`config.mk`:
```
export PLATFORM = sky130hd
export DESIGN_NAME = vgaTimingGen
export DESIGN_NICKNAME = d
export VERILOG_FILES = /design/src/rtl/vgaTimingPkg.sv /design/src/rtl/vgaTimingCtrl.sv /design/src/rtl/vgaTimingDp.sv /design/src/rtl/vgaTimingGen.sv
export SDC_FILE = /design/constraint.sdc
export NUM_CORES = 1
export LEC_CHECK = 0
export BUFFER_PORTS_ARGS = -buffer_cell sky130_fd_sc_hd__buf_2
export CORE_UTILIZATION = 50
export CTS_CLUSTER_SIZE = 14
export DETAILED_ROUTE_END_ITERATION = 8
export GPL_TIMING_DRIVEN = 0
export PLACE_DENSITY = 0.7
export SETUP_SLACK_MARGIN = 0.4
export SYNTH_ARGS = -nofsm -noshare
export SYNTH_HDL_FRONTEND = slang
export SYNTH_SLANG_ARGS = --single-unit
```
`constraint.sdc`:
```
create_clock -name clk -period 18.2 [get_ports clk]
set_clock_uncertainty 0.15 [all_clocks]
set_input_delay 3.64 -clock clk [delete_from_list [all_inputs] [get_ports clk]]
set_output_delay 3.64 -clock clk [all_outputs]
set_load 0.1 [all_outputs]
```
`src/rtl/vgaTimingPkg.sv`:
```
package vgaTimingPkg;
  // Strobes from the control block to the counting datapath
  typedef struct packed {
    logic restart;   // reset or start: reload counters, force inactive outputs
    logic unitTick;  // one 8-pixel unit has elapsed
  } vgaStrobe_t;
endpackage

```
`src/rtl/vgaTimingCtrl.sv`:
```
module vgaTimingCtrl
  import vgaTimingPkg::*;
#(
  parameter int H_W = 8,
  parameter int V_W = 10,
  parameter int PIX_PER_UNIT = 8
) (
  input  logic           clk,
  input  logic           rstN,
  input  logic           pixEn,
  input  logic           start,
  input  logic [H_W-1:0] hSyncIn,
  input  logic [H_W-1:0] hBackIn,
  input  logic [H_W-1:0] hActIn,
  input  logic [H_W-1:0] hFrontIn,
  input  logic [V_W-1:0] vSyncIn,
  input  logic [V_W-1:0] vBackIn,
  input  logic [V_W-1:0] vActIn,
  input  logic [V_W-1:0] vFrontIn,
  input  logic           hPolIn,
  input  logic           vPolIn,
  output logic [H_W-1:0] hSyncCfg,
  output logic [H_W-1:0] hBackCfg,
  output logic [H_W-1:0] hActCfg,
  output logic [H_W-1:0] hFrontCfg,
  output logic [V_W-1:0] vSyncCfg,
  output logic [V_W-1:0] vBackCfg,
  output logic [V_W-1:0] vActCfg,
  output logic [V_W-1:0] vFrontCfg,
  output logic           hPolCfg,
  output logic           vPolCfg,
  output vgaStrobe_t     strb
);
  localparam int PRE_W = (PIX_PER_UNIT > 1) ? $clog2(PIX_PER_UNIT) : 1;
  localparam logic [PRE_W-1:0] PRE_LAST = PRE_W'(PIX_PER_UNIT - 1);

  logic [H_W-1:0] hSyncSh, hBackSh, hActSh, hFrontSh;
  logic [V_W-1:0] vSyncSh, vBackSh, vActSh, vFrontSh;
  logic           hPolSh, vPolSh;
  logic [PRE_W-1:0] preCnt;
  logic loadNow;

  assign loadNow = !rstN || start;

  // Shadow copy of the timing inputs, captured only at reset or start
  always_ff @(posedge clk) begin
    if (loadNow) begin
      hSyncSh <= hSyncIn;  hBackSh <= hBackIn;
      hActSh  <= hActIn;   hFrontSh <= hFrontIn;
      vSyncSh <= vSyncIn;  vBackSh <= vBackIn;
      vActSh  <= vActIn;   vFrontSh <= vFrontIn;
      hPolSh  <= hPolIn;   vPolSh  <= vPolIn;
    end
  end

  // During the load cycle the datapath already sees the new values
  always_comb begin
    if (loadNow) begin
      hSyncCfg = hSyncIn;  hBackCfg = hBackIn;  hActCfg = hActIn;  hFrontCfg = hFrontIn;
      vSyncCfg = vSyncIn;  vBackCfg = vBackIn;  vActCfg = vActIn;  vFrontCfg = vFrontIn;
      hPolCfg  = hPolIn;   vPolCfg  = vPolIn;
    end else begin
      hSyncCfg = hSyncSh;  hBackCfg = hBackSh;  hActCfg = hActSh;  hFrontCfg = hFrontSh;
      vSyncCfg = vSyncSh;  vBackCfg = vBackSh;  vActCfg = vActSh;  vFrontCfg = vFrontSh;
      hPolCfg  = hPolSh;   vPolCfg  = vPolSh;
    end
  end

  // Pixel prescaler: one unit per PIX_PER_UNIT enabled cycles
  always_ff @(posedge clk) begin
    if (loadNow)    preCnt <= '0;
    else if (pixEn) preCnt <= (preCnt == PRE_LAST) ? '0 : preCnt + 1'b1;
  end

  assign strb.restart  = loadNow;
  assign strb.unitTick = !loadNow && pixEn && (preCnt == PRE_LAST);

  // a unit spans several enabled cycles, so ticks never come back to back
  assert_tick_gap_R2: assert property (@(posedge clk) disable iff (!rstN)
    strb.unitTick |=> !strb.unitTick);
endmodule

```
`src/rtl/vgaTimingDp.sv`:
```
module vgaTimingDp
  import vgaTimingPkg::*;
#(
  parameter int H_W = 8,
  parameter int V_W = 10
) (
  input  logic           clk,
  input  logic           rstN,
  input  vgaStrobe_t     strb,
  input  logic [H_W-1:0] hSyncCfg,
  input  logic [H_W-1:0] hBackCfg,
  input  logic [H_W-1:0] hActCfg,
  input  logic [H_W-1:0] hFrontCfg,
  input  logic [V_W-1:0] vSyncCfg,
  input  logic [V_W-1:0] vBackCfg,
  input  logic [V_W-1:0] vActCfg,
  input  logic [V_W-1:0] vFrontCfg,
  input  logic           hPolCfg,
  input  logic           vPolCfg,
  output logic           hSyncOut,
  output logic           vSyncOut,
  output logic           hActOut,
  output logic           vActOut,
  output logic           dispActive,
  output logic           frameDone
);
  localparam int HC_W = H_W + 2;
  localparam int VC_W = V_W + 2;

  logic [HC_W-1:0] hCnt, hActStart, hActEnd, hTotal;
  logic [VC_W-1:0] vCnt, vActStart, vActEnd, vTotal;
  logic lineLast, frameLast, hSyncOn, vSyncOn, hActOn, vActOn, lastActLine;

  assign hActStart = HC_W'(hSyncCfg) + HC_W'(hBackCfg);
  assign hActEnd   = hActStart + HC_W'(hActCfg);
  assign hTotal    = hActEnd + HC_W'(hFrontCfg);
  assign vActStart = VC_W'(vSyncCfg) + VC_W'(vBackCfg);
  assign vActEnd   = vActStart + VC_W'(vActCfg);
  assign vTotal    = vActEnd + VC_W'(vFrontCfg);

  assign lineLast    = (hCnt == hTotal - 1'b1);
  assign frameLast   = (vCnt == vTotal - 1'b1);
  assign lastActLine = (vCnt == vActEnd - 1'b1);
  assign hSyncOn     = (hCnt < HC_W'(hSyncCfg));
  assign vSyncOn     = (vCnt < VC_W'(vSyncCfg));
  assign hActOn      = (hCnt >= hActStart) && (hCnt < hActEnd);
  assign vActOn      = (vCnt >= vActStart) && (vCnt < vActEnd);

  // Raster position counters
  always_ff @(posedge clk) begin
    if (strb.restart) begin
      hCnt <= '0;
      vCnt <= '0;
    end else if (strb.unitTick) begin
      if (lineLast) begin
        hCnt <= '0;
        vCnt <= frameLast ? '0 : vCnt + 1'b1;
      end else begin
        hCnt <= hCnt + 1'b1;
      end
    end
  end

  // Single aligned output stage
  always_ff @(posedge clk) begin
    if (strb.restart) begin
      hSyncOut   <= hPolCfg;
      vSyncOut   <= vPolCfg;
      hActOut    <= 1'b0;
      vActOut    <= 1'b0;
      dispActive <= 1'b0;
      frameDone  <= 1'b0;
    end else begin
      hSyncOut   <= hSyncOn ^ hPolCfg;
      vSyncOut   <= vSyncOn ^ vPolCfg;
      hActOut    <= hActOn;
      vActOut    <= vActOn;
      dispActive <= hActOn && vActOn;
      frameDone  <= strb.unitTick && lineLast && lastActLine;
    end
  end

  // the horizontal position stays inside the programmed line
  assert_hpos_range_R3: assert property (@(posedge clk) disable iff (!rstN)
    !strb.restart |-> (hCnt < hTotal));

  // vertical sync only toggles where a new line begins
  assert_vsync_at_line_R4: assert property (@(posedge clk) disable iff (!rstN)
    (!$stable(vSyncOut) && !$past(strb.restart)) |-> ($past(hCnt) == '0));

  // the window never opens outside both axis flags
  assert_de_window_R6: assert property (@(posedge clk) disable iff (!rstN)
    dispActive |-> (hActOut && vActOut));

  // the frame event is a single-cycle pulse
  assert_frame_pulse_R7: assert property (@(posedge clk) disable iff (!rstN)
    frameDone |=> !frameDone);
endmodule

```
`src/rtl/vgaTimingGen.sv`:
```
module vgaTimingGen
  import vgaTimingPkg::*;
#(
  parameter int H_W = 8,
  parameter int V_W = 10,
  parameter int PIX_PER_UNIT = 8
) (
  input  logic           clk,
  input  logic           rstN,
  input  logic           pixEn,
  input  logic           start,
  input  logic [H_W-1:0] hSyncLen,
  input  logic [H_W-1:0] hBackLen,
  input  logic [H_W-1:0] hActLen,
  input  logic [H_W-1:0] hFrontLen,
  input  logic [V_W-1:0] vSyncLen,
  input  logic [V_W-1:0] vBackLen,
  input  logic [V_W-1:0] vActLen,
  input  logic [V_W-1:0] vFrontLen,
  input  logic           hPolLow,
  input  logic           vPolLow,
  output logic           hSyncOut,
  output logic           vSyncOut,
  output logic           hActOut,
  output logic           vActOut,
  output logic           dispActive,
  output logic           frameDone
);
  vgaStrobe_t strb;
  logic [H_W-1:0] hSyncCfg, hBackCfg, hActCfg, hFrontCfg;
  logic [V_W-1:0] vSyncCfg, vBackCfg, vActCfg, vFrontCfg;
  logic hPolCfg, vPolCfg;

  vgaTimingCtrl #(.H_W(H_W), .V_W(V_W), .PIX_PER_UNIT(PIX_PER_UNIT)) uCtrl (
    .clk(clk), .rstN(rstN), .pixEn(pixEn), .start(start),
    .hSyncIn(hSyncLen), .hBackIn(hBackLen), .hActIn(hActLen), .hFrontIn(hFrontLen),
    .vSyncIn(vSyncLen), .vBackIn(vBackLen), .vActIn(vActLen), .vFrontIn(vFrontLen),
    .hPolIn(hPolLow), .vPolIn(vPolLow),
    .hSyncCfg(hSyncCfg), .hBackCfg(hBackCfg), .hActCfg(hActCfg), .hFrontCfg(hFrontCfg),
    .vSyncCfg(vSyncCfg), .vBackCfg(vBackCfg), .vActCfg(vActCfg), .vFrontCfg(vFrontCfg),
    .hPolCfg(hPolCfg), .vPolCfg(vPolCfg), .strb(strb)
  );

  vgaTimingDp #(.H_W(H_W), .V_W(V_W)) uDp (
    .clk(clk), .rstN(rstN), .strb(strb),
    .hSyncCfg(hSyncCfg), .hBackCfg(hBackCfg), .hActCfg(hActCfg), .hFrontCfg(hFrontCfg),
    .vSyncCfg(vSyncCfg), .vBackCfg(vBackCfg), .vActCfg(vActCfg), .vFrontCfg(vFrontCfg),
    .hPolCfg(hPolCfg), .vPolCfg(vPolCfg),
    .hSyncOut(hSyncOut), .vSyncOut(vSyncOut), .hActOut(hActOut), .vActOut(vActOut),
    .dispActive(dispActive), .frameDone(frameDone)
  );
endmodule

```
**Word level (Yosys, flattened, before mapping)**

Index checks and enable logic that the tools add are counted.

- Bits of input ports: 78
- Logic and storage cells: 69
- Output and inout bits: 6
- Register bits after elaboration: 105

- Add/subtract/negate cells: 12
- Reductions and logical operators: 11
- Magnitude comparators: 6
- Muxes and demuxes: 15
- Equality and inequality tests: 4
- Bitwise operators: 2

Operators with widths:

| operator | count |
|---|---|
| 2-to-1 mux 10 bit | 5 |
| 2-to-1 mux 8 bit | 4 |
| adder 12 x 10 -> 12 bit | 2 |
| == test 12 bit | 2 |
| subtractor 12 x 1 -> 12 bit, second input constant | 2 |
| adder 10 x 8 -> 10 bit | 2 |
| adder 12 x 1 -> 12 bit, second input constant | 1 |
| >= comparator 12 bit | 1 |
| less-than comparator 12 x 10 -> 1 bit | 1 |
| less-than comparator 12 bit | 1 |
| 2-to-1 mux 12 bit | 1 |
| adder 10 x 10 -> 11 bit | 1 |
| adder 10 x 1 -> 10 bit, second input constant | 1 |
| == test 10 bit | 1 |
| >= comparator 10 bit | 1 |
| less-than comparator 10 bit | 1 |
| less-than comparator 10 x 8 -> 1 bit | 1 |
| subtractor 10 x 1 -> 10 bit, second input constant | 1 |
| adder 8 x 8 -> 9 bit | 1 |
| logical AND 1 bit | 7 |
| 2-to-1 mux 1 bit | 4 |
| adder 3 x 1 -> 3 bit, second input constant | 1 |
| == test 3 bit, second input constant | 1 |
| 2-to-1 mux 3 bit | 1 |
| other kinds (4) | 6 |

**Logic depth before layout (Yosys ltp)**

- Word-level depth: 10
- Mapped depth: 33

**By module**

From an unflattened synthesis, not the netlist that was laid out.

- Cell total of the unflattened synthesis: 885
- Area total of the unflattened synthesis: 8374.3 um^2

By module, submodules not included:

| module | cells each | area each (um^2) | times used |
|---|---|---|---|
| vgaTimingDp | 713 | 5639.2 | 1 |
| vgaTimingCtrl | 172 | 2735.1 | 1 |

**Worst setup path before layout**

OpenSTA, ideal clock, no wires.

- Path type: input to register
- From: input port rstN
- To: register uDp.vCnt[6]
- Arrival time: 9.933 ns
- Path buffers: 5
- Setup time: 0.070 ns
- Cell stages on the path: 33
- Setup slack: 8.047 ns
- Path through: nor2b_1 > clkbuf_1 > buf_1 > clkbuf_1 > clkbuf_1 > nand2_1 > nand2_1 > ha_1 > inv_1 > fa_1 > inv_1 > a21oi_1 > o21bai_1 > xor2_1 > ha_1 > o21a_1 > o31a_2 > or2_2 > a21oi_1 > xor2_1 > ha_1 > inv_1 > ha_1 > or4_1 > o21ai_0 > a21oi_1 > xnor2_1 > nor4_1 > nand2_1 > or2_1 > buf_4 > or3_2 > a21oi_1

- Longest elaborated chain between the ends: 9

Ends and longest elaborated chain:

| what | RTL line | text |
|---|---|---|
| start: declaration | vgaTimingGen.sv:9 | `input logic rstN,` |
| logical NOT 1 bit | vgaTimingCtrl.sv:43 | `assign loadNow = !rstN \|\| start;` |
| logical OR 1 bit | vgaTimingCtrl.sv:43 |  |
| 2-to-1 mux 8 bit | vgaTimingCtrl.sv:58 | `if (loadNow) begin` |
| net hBackCfg[0] | vgaTimingGen.sv:30 | `logic [H_W-1:0] hSyncCfg, hBackCfg, hActCfg, hFrontCfg;` |
| adder 8 x 8 -> 9 bit | vgaTimingDp.sv:34 | `assign hActStart = HC_W'(hSyncCfg) + HC_W'(hBackCfg);` |
| adder 10 x 8 -> 10 bit | vgaTimingDp.sv:35 | `assign hActEnd = hActStart + HC_W'(hActCfg);` |
| adder 10 x 8 -> 10 bit | vgaTimingDp.sv:36 | `assign hTotal = hActEnd + HC_W'(hFrontCfg);` |
| subtractor 10 x 1 -> 10 bit | vgaTimingDp.sv:41 | `assign lineLast = (hCnt == hTotal - 1'b1);` |
| == test 10 bit | vgaTimingDp.sv:41 |  |
| AND reduction 2 bit (no source line) | - |  |
| end signal: assignment | vgaTimingDp.sv:57 | `vCnt <= frameLast ? '0 : vCnt + 1'b1;` |
| end: declaration | vgaTimingDp.sv:31 | `logic [VC_W-1:0] vCnt, vActStart, vActEnd, vTotal;` |

The timed path passes the listed nets, and every way through them passes these cells.
A chain may end at the register's enable or synchronous reset.

**Final worst setup path**

Same ends and word-level chain as after synthesis.

==> run metrics <==
reg2reg setup slack=between 10 and 15 ns; first-pass GRT wire length=~34 mm; setup_tns=0 ns; cell leakage power=approximately 0.0045 uW; MaxCap Viol Count=0; largest family of logic cells by synthesized area=adder cells; period utilization=0.650; sequential fraction of the synthesis area=0.249; post-DR vias/cell=between 5 and 6; Synth warnings=0; Final Net Count=between 1000 and 1500; final hold vios=0; Util after Layout=0.571; CP endpoint kind=flop; placed cells=approximately 1300; core area=16500 um2; Slew HR=0.324; CTS Buffer Depth=2; Power Density=136 nW/um2; row cnt=47; routed wire length=20.4 mm; min cycle time layout=between 10 and 15 ns; Synth Area in Compound Gates=0.165; worst reg2reg path endpoint=uDp.vCnt[6]; R2R Path Start=uCtrl.hSyncSh[1]; drt first pass iters=5; Worst Hold Class=reg2reg; number of synthesized flops with an enable pin=0; min-delay src=uCtrl.vPolSh; Final Worst Setup Slack=6.37 ns; I/O Pins=between 80 and 90; DR WL/cell=~15 um; Post CTS Setup Buffer Count=0; Max stage delay cell, worst path=buf_1; Post-Synthesis Cells=slightly above 1000; initial cell density of the core=0.511; port bufs=between 80 and 90; fin cells=around 1300; Syn Nets=~1200; Post-Synth Adder-Cell Area=0.199; CTS Hold Bufs=0; Synth Cell Area=approximately 8400 um2; most frequent cells in the layout=145 x nand2_1, 124 x ha_1, 105 x inv_1, 105 x dfxtp_1, 85 x buf_2; Critical Path RT=about 18 ns; worst reg2reg path depth=25; multiplexer area fraction after synthesis=0.0501; CTS buffer count=9; height of the die=132 um; CTS tree=done; Synth Flop Type=dfxtp_1; simple-gate share of the synthesized area=0.174; GR Util All Layers=0.245; Synth Area in XOR/XNOR=0.101; Critical Path Source Type=input pin; fill cell count=~1600; Worst Tran Pin Value=1.01 ns; Avg Cell Area, Syn=around 8.3 um2; Synth area leaders=dfxtp_1 25%, ha_1 18%, nand2_1 6.4%, xnor2_1 6.0%, mux2i_1 4.7%; CP peak stage delay=roughly 0.72 ns; CTS sink cnt=between 100 and 150; endpoints failing setup=0; P&R area growth vs syn=11.8%; Ant. Diodes=0; die width=approximately 130 um; Fmax achieved=approximately 85 MHz; maximum fanout along the worst path=10; clk slew on worst S/H paths=~0.070 ns; hold path depth=1; status=complete, no violations; Clk Tree Root Cell=clkbuf_16; critical path type=in2reg; #FFs+latches synth=105; Resized Gates After CTS=0; number of routed nets with antenna violations=0; fraction of layout cells with a size suffix above 1=0.122; Max Slew Vio Count=0; worst vdd ir=~92 uV; initial antenna violation count=0; H-tree Lvls=3; Synth top area share=0.249; Worst setup startpoint=rstN; commonest non-fill, non-tap cell in the layout=nand2_1; via count=around 7300; Post-DP HPWL=between 15 and 20 mm; die area=between 15000 and 20000 um2; crit path DAT=about 12 ns; async set-or-reset flop fraction in the synthesized netlist=0; DRT iter0 DRCs=~560; total gr overflow=0; Clk Latency, worst-skew pair=0.36 ns; vias in the first global route=between 6000 and 7000; largest net degree at the start of global routing=17; Worst Hold End=uDp.vSyncOut; Placer Congestion=between 0.8 and 0.9; Residual DRC=0; RSZ-0062 raised after global routing=false; Synth cell types=roughly 80; DP Worst Slack=about 6 ns; cell taking the most area after synthesis=dfxtp_1
==> cell families (layout without fill, tap and decap cells) <==
logic type	Yosys count	after routing
xor+xnor	95	95
compound gates	203	203
simple gates	313	313
flops	105	105
mux	42	42
fa+ha+maj	131	131
buf+inv	132	230
==> stage by stage <==
step / hold slack [ns] / area, um2 / power, uW
after floorplan: 0.263 / 8450 / 929
after global placement: 0.277 / 9140 / 1070
after detailed placement: 0.281 / 9140 / 1080
after CTS: 0.297 / 9440 / 1290
after global routing: 0.311 / 9440 / 1410
final: 0.292 / 9440 / 1290
==> layout make-up <==
class	instances	area, um2	area share
plain buffers	27	130	0.0138
well taps	220	275	0.0292
clock inverters	4	53.8	0.00570
repair buffers	83	415	0.0440
multi-input cells	784	5830	0.617
clock buffers	11	243	0.0257
flip-flops and latches	105	2100	0.223
inverters	105	394	0.0418
==> metal layers <==
| metal | global-route usage | vias up | routed length, um |
|---|---|---|---|
| met4 | 0.0840 | 0 | 426 |
| li1 | - | 3734 | - |
| met5 | 0 | - | 0 |
| met2 | 0.392 | 172 | 8870 |
| met1 | 0.344 | 3317 | 10200 |
| met3 | 0.0235 | 32 | 864 |
==> worst max path at each step <==
stage          slack (ns)  cells past startpoint     endpoint
6_report             6.37                     34  uDp.vCnt[6]
5_1_grt              5.84                     34  uDp.vCnt[5]
4_1_cts              6.36                     34  uDp.vCnt[6]
3_5_place_dp         6.08                     34  uDp.vCnt[6]
3_3_place_gp         6.16                     34  uDp.vCnt[6]
2_1_floorplan        8.05                     33  uDp.vCnt[6]
==> power breakdown <==
group | internal (uW) | switching [uW]
logic | 362 | 475
clock network | 110 | 91.7
registers | 245 | 3.82
total | 717 | 570
==> sequential cells by signal, indices dropped and copies added, names as in the netlist <==
name	cells
uDp.hCnt	10
uCtrl.hActSh	8
uCtrl.vActSh	10
uCtrl.vFrontSh	10
uCtrl.hFrontSh	8
uCtrl.hPolSh	1
uDp.vCnt	12
uCtrl.preCnt	3
uCtrl.vPolSh	1
uCtrl.hBackSh	8
uCtrl.vSyncSh	10
uDp.vSyncOut	1
uDp.hSyncOut	1
uDp.vActOut	1
uCtrl.hSyncSh	8
uDp.dispActive	1
uCtrl.vBackSh	10
uDp.hActOut	1
uDp.frameDone	1
==> synthesized netlist by cell type (4+ instances only) <==
master	n
o21ai_0	41
nand3_1	17
dfxtp_1	105
and3_1	11
nor4_1	7
o21bai_1	7
a211oi_1	7
a2111oi_0	4
nor3_1	24
a21o_1	18
buf_1	4
o211a_1	4
xor2_1	35
nand2_1	145
inv_1	105
or3_2	6
nor2b_1	8
clkbuf_1	16
o21a_1	17
o211ai_1	11
or3_1	4
a31oi_1	4
fa_1	6
nand4_1	9
ha_1	124
nand2b_1	10
nor2_1	51
xnor2_1	58
nor4b_1	4
mux2i_1	40
a21oi_1	49
==> worst max-delay path, delay by kind of cell <==
kind / cells / cell delay, ns
adders and majority gates: 5 / 1.33
AOI/OAI and AO/OA: 8 / 1.07
and+or+nand+nor: 9 / 2.62
xor gates and xnor gates: 3 / 0.72
buffers and inverters: 9 / 2.58
Note: power is estimated with default switching activity, not from simulation.
